--- src/rtl/cascade_intc.sv ---
module cascade_intc #(
  parameter int NMAIN = 17,
  parameter int NW    = 32
) (
  input  logic            clk,
  input  logic            rst_n,
  input  logic [3:0]      crit_req,
  input  logic [NMAIN-1:0] main_req,
  input  logic [NW-1:0]   per_req,
  input  logic [NW-1:0]   dma_req,
  input  logic            reg_we,
  input  logic [2:0]      reg_addr,
  input  logic [NW-1:0]   reg_wdata,
  output logic [NW-1:0]   reg_rdata,
  output logic [NW-1:0]   enc_status,
  output logic            dma_valid,
  output logic [4:0]      dma_num
);
  localparam logic [2:0] A_MAIN = 3'd0, A_PER = 3'd1, A_DMSK = 3'd2,
                         A_PEND = 3'd3, A_STAT = 3'd4;
  localparam logic [NMAIN-1:0] MAIN_RST = NMAIN'(32'h0001_0FFF);
  localparam logic [NW-1:0]    PER_RST  = 32'h7FFF_FC00;

  logic [NMAIN-1:0] main_mask;
  logic [NW-1:0] per_mask, dma_mask, dma_pend, dma_prev;
  logic [NMAIN-1:0] main_act;
  logic [NW-1:0] per_act;
  logic crit_v, main_v, per_v;
  logic [4:0] crit_n, main_n, per_n;

  function automatic logic [5:0] lowest(input logic [NW-1:0] v);
    logic [5:0] r;
    r = '0;
    for (int i = NW-1; i >= 0; i--)
      if (v[i]) r = {1'b1, 5'(i)};
    return r;
  endfunction

  wire [NW-1:0] dma_rise = dma_req & ~dma_prev;
  wire          wr_pend  = reg_we && reg_addr == A_PEND;
  wire [NW-1:0] clr_bits = wr_pend ? reg_wdata : '0;

  always_ff @(posedge clk) begin
    if (!rst_n) begin
      main_mask <= MAIN_RST;
      per_mask  <= PER_RST;
      dma_mask  <= '1;
      dma_pend  <= '0;
      dma_prev  <= '1;
    end else begin
      dma_prev <= dma_req;
      dma_pend <= (dma_pend & ~clr_bits) | dma_rise;
      if (reg_we && reg_addr == A_MAIN) main_mask <= reg_wdata[NMAIN-1:0];
      if (reg_we && reg_addr == A_PER)  per_mask  <= reg_wdata;
      if (reg_we && reg_addr == A_DMSK) dma_mask  <= reg_wdata;
    end
  end

  assign {dma_valid, dma_num} = lowest(dma_pend & ~dma_mask);

  always_comb begin
    for (int n = 0; n < NW; n++)
      per_act[n] = ((n == 0) ? dma_valid : per_req[n]) & ~per_mask[NW-1-n];
    {per_v, per_n} = lowest(per_act);
    for (int n = 0; n < NMAIN; n++)
      main_act[n] = ((n == 4) ? per_v : main_req[n]) & ~main_mask[NMAIN-1-n];
    {main_v, main_n} = lowest(NW'(main_act));
    {crit_v, crit_n} = lowest(NW'(crit_req));
  end

  assign enc_status = {2'b00, per_v, per_n, 2'b00, main_v, main_n,
                       5'b0, crit_v, crit_n[1:0], 8'b0};

  always_comb begin
    case (reg_addr)
      A_MAIN:  reg_rdata = NW'(main_mask);
      A_PER:   reg_rdata = per_mask;
      A_DMSK:  reg_rdata = dma_mask;
      A_PEND:  reg_rdata = dma_pend;
      A_STAT:  reg_rdata = enc_status;
      default: reg_rdata = '0;
    endcase
  end

  a_r8_rise_sets: assert property (@(posedge clk) disable iff (!rst_n)
    $past(dma_rise) != '0 |-> (dma_pend & $past(dma_rise)) == $past(dma_rise));
  a_r7_w1c_clears: assert property (@(posedge clk) disable iff (!rst_n)
    $past(wr_pend) |-> (dma_pend & $past(reg_wdata) & ~$past(dma_rise)) == '0);
  a_r11_dma_winner: assert property (@(posedge clk) disable iff (!rst_n)
    dma_valid |-> dma_pend[dma_num] && !dma_mask[dma_num]);
  a_r9_crit_source: assert property (@(posedge clk) disable iff (!rst_n)
    enc_status[10] |-> crit_req[enc_status[9:8]]);
  a_r4_main_unmasked: assert property (@(posedge clk) disable iff (!rst_n)
    enc_status[21] |-> !main_mask[NMAIN-1-int'(enc_status[20:16])]);
  a_r5_per_unmasked: assert property (@(posedge clk) disable iff (!rst_n)
    enc_status[29] |-> !per_mask[NW-1-int'(enc_status[28:24])]);
  a_r2_mask_holds: assert property (@(posedge clk) disable iff (!rst_n)
    !$past(reg_we && reg_addr == A_MAIN) |-> $stable(main_mask));
endmodule

--- config.mk ---
export PLATFORM = sky130hd
export DESIGN_NAME = cascade_intc
export DESIGN_NICKNAME = d
export VERILOG_FILES = /design/src/rtl/cascade_intc.sv
export SDC_FILE = /design/constraint.sdc
export NUM_CORES = 1
export LEC_CHECK = 0
export CORE_MARGIN = 1.5
export CORE_UTILIZATION = 50
export DETAILED_ROUTE_END_ITERATION = 10
export PLACE_DENSITY = 0.83
export SYNTH_ARGS = -nofsm -noshare
export SYNTH_HDL_FRONTEND = slang
export SYNTH_SLANG_ARGS = --single-unit
--- constraint.sdc ---
create_clock -name clk -period 3.21 [get_ports clk]
set_input_delay 0.642 -clock clk [delete_from_list [all_inputs] [get_ports clk]]
set_output_delay 0.642 -clock clk [all_outputs]
set_load 0.005 [all_outputs]
==> run metrics <==
Slew @ Worst Pin 0.7040 ns; Setup crit start kind flip-flop; total track usage 35.71%; GPL Wtd Cong approximately 0.95; TritonCTS buffer count 17; deepest clock path buffer count 2; Finished Layout Cells between 1,500 and 2,000; Synth cell types 63; I/O pins between 150 and 200; Filler Cells Inserted ~1,000; compound-gate portion of the synthesized area approximately an eighth; largest family of logic cells by synthesized area simple AND/OR/NAND/NOR gates; post-route ant nets 0; violated checks setup timing; Period Utilization, post-route 110.6%; Syn Inst Count roughly 1,000; adder-cell share of the synthesized area 0%; Final WS setup -0.3408 ns; post-synthesis xor/xnor area fraction 0%; RSZ-0062 raised after global routing true; layout cell share with drive strength beyond 1 ~26%; Worst EP arrival about 2.9 ns; number of synthesis warnings 0; vias in the first global route a little over 8,000; Cells after DPL about 1,500; HP Class reg2reg; post-DP HPWL between 20 and 25 mm; Initial Utilization between 50% and 60%; Post-Syn Area 7737 µm²; part of the Yosys area used for sequential elements 37.52%; drt pass-1 iters 5; minimum clock period around 3.6 ns; Total Wirelength just under 30 mm; reg-to-reg critical path endpoint per_mask[31]; Post-Synth Simple-Gate Area approximately 38%; wire per inst 19.07 µm; f_max 281.6 MHz; CTS Sinks 145; status complete, but fails checks; critical path type reg2out; Final Cell Area about 12,000 µm²; Hold Path Sink dma_mask[22]; Max Cap Viol 0; first-pass GRT wire length ~44 mm; number of synthesized register bits ~150; Clock transition at path regs 0.06 ns; Main synth FF type dfxtp_1; Worst R2R Setup Slack ~2.3 ns; final net count roughly 1,500; max_slew headroom a little over half; maximum vdd drop 0.4090 mV; P_leak 0.005381 µW; clock tree from TritonCTS done; Mapped Avg Cell Area between 7 and 8 µm²; DRT iter0 DRCs 885; Slew Limit Fails 0; overall die height approximately 130 µm; min-delay src dma_mask[22]; largest net degree at the start of global routing 60; EDFF count, synth 0; power density over the cells around 430 nW/µm²; Core Footprint around 15,000 µm²; worst path required time approximately 2.6 ns; H-Tree Depth 4; via count around 8,800; number of remaining DRC errors 0; final hold vios 0; Vias/cell between 5 and 6; Clock Skew roughly 0.0053 ns; Root Driver clkbuf_16; initial antenna violation count 0; site row count 45; die area 16,230 µm²; port bufs ~170; die width 127.4 µm; reg2reg path depth 2; ANT cells 0; GRT overflow 0; mux cell area share after synthesis ~6.6%; CP max FO 6; WHS Path Cells 2; Placement Cell Area 10,810 µm²; FFs w/ async S/R, synth 0%; CP endpoint kind output port; FF-to-FF Start per_mask[31]; Final Setup Violations 22; Clock Latency Late Sink ~0.43 ns; area grow syn2layout 56.16%
==> sequential cells by signal, summed over array words and instances, names as in the netlist <==
| name | flops |
|---|---|
| per_mask | 32 |
| dma_mask | 32 |
| main_mask | 17 |
| dma_prev | 32 |
| dma_pend | 32 |
==> final cells by class <==
cell class | count | area (µm²) | share of cell area, %
clock inverters | 9 | 178.9 | 1.481
multi-input cells | 783 | 4837 | 40.03
flip-flops and latches | 145 | 2914 | 24.12
repair buffers | 384 | 3393 | 28.08
clock buffers | 22 | 464.2 | 3.842
well taps | 188 | 235.2 | 1.947
inverters | 16 | 60.06 | 0.4971
==> placed cells by master (no fill, tap or decap), types with 4 or more instances in the layout <==
cell / n
nand2_1: 211
buf_4: 189
dfxtp_1: 136
clkdlybuf4s50_1: 128
nor2b_1: 107
nand2b_1: 68
nand3_1: 64
a21oi_1: 62
nor2_1: 38
buf_6: 23
buf_2: 19
and2_1: 17
conb_1: 17
clkbuf_16: 17
mux2i_1: 16
a21boi_0: 16
nor3_1: 15
mux4_2: 15
inv_1: 14
dlymetal6s2s_1: 13
nor2b_4: 11
o211ai_1: 11
o21ai_0: 10
dfxtp_2: 9
a31oi_1: 8
nand4_1: 7
bufinv_16: 5
dlygate4sd2_1: 5
nor2_2: 4
a211oi_1: 4
buf_12: 4
==> stage by stage <==
stage	hold WS, ns	setup WS [ns]	util (%)	setup TNS [ns]	power [µW]
5_1_grt	0.5245	-0.4244	79.78	-5.341	5357
4_1_cts	0.4868	-0.3130	78.06	-3.479	5126
3_5_place_dp	0.4777	-0.9048	71.36	-15.39	2911
2_1_floorplan	0.4482	0.3205	-	0	2355
6_report	0.4861	-0.3408	79.78	-4.187	5207
3_3_place_gp	0.4648	-0.8179	71.36	-13.79	2894
==> worst max-delay path by stage <==
stage	startpoint	endpoint	slack, ns	cells past startpoint
after floorplan	per_req[24]	reg_rdata[19]	0.32	7
final	dma_mask[9]	reg_rdata[19]	-0.34	11
after CTS	dma_pend[6]	reg_rdata[19]	-0.31	10
after global placement	per_req[25]	reg_rdata[19]	-0.82	10
after detailed placement	per_req[25]	reg_rdata[19]	-0.90	10
after global routing	dma_pend[12]	reg_rdata[19]	-0.42	11
==> routing by layer <==
metal / global-route usage (%) / wire length (µm)
met1: 48.92 / 12010
met2: 57.52 / 13560
met3: 5.946 / 3092
met4: 11.83 / 842
met5: 0 / 0
==> logic make-up after synthesis <==
logic type             Yosys count
and+or+nand+nor                574
buffers and inverters           83
other                            1
DFF                            145
AOI/OAI and AO/OA              160
muxes                           32
==> cells in the mapped netlist (15+ instances only) <==
cell / instances / area (µm²)
clkbuf_1: 46 / 172.7
a21oi_1: 65 / 325.3
dfxtp_1: 145 / 2903
mux4_2: 15 / 337.8
nand2_1: 211 / 792.0
nor2b_1: 118 / 738.2
a21boi_0: 17 / 127.6
mux2i_1: 16 / 160.2
inv_1: 15 / 56.30
buf_4: 17 / 127.6
nor3_1: 15 / 75.07
nand3_1: 68 / 340.3
nor2_1: 44 / 165.2
nand2b_1: 68 / 425.4
and2_1: 17 / 106.4
==> critical path, stage by stage, from the launching register on <==
cell and delay, ns:
dfxtp_1 0.40, nor2b_4 0.06, or4_4 0.56, nor4_4 0.26, buf_4 0.19, a21oi_4 0.11
o21bai_4 0.22, buf_6 0.12, nor4b_4 0.20, buf_4 0.16, o2bb2ai_2 0.09, buf_2 0.12
==> power breakdown <==
part / internal [µW] / total [µW] / switching (µW)
logic: 595 / 1080 / 489
clock network: 1420 / 2190 / 777
registers: 1880 / 1930 / 50.0
total: 3890 / 5210 / 1320
==> repair_timing <==
action                                  in CTS  in global routing
setup buffers                               19                 24
gates resized for setup                    175                 45
pin swaps                                   35                 20
hold buffers                                 0                  0
endpoints found under the setup margin      31                 29
gates cloned                                 1                  0
(Power assumes the default switching activity.)
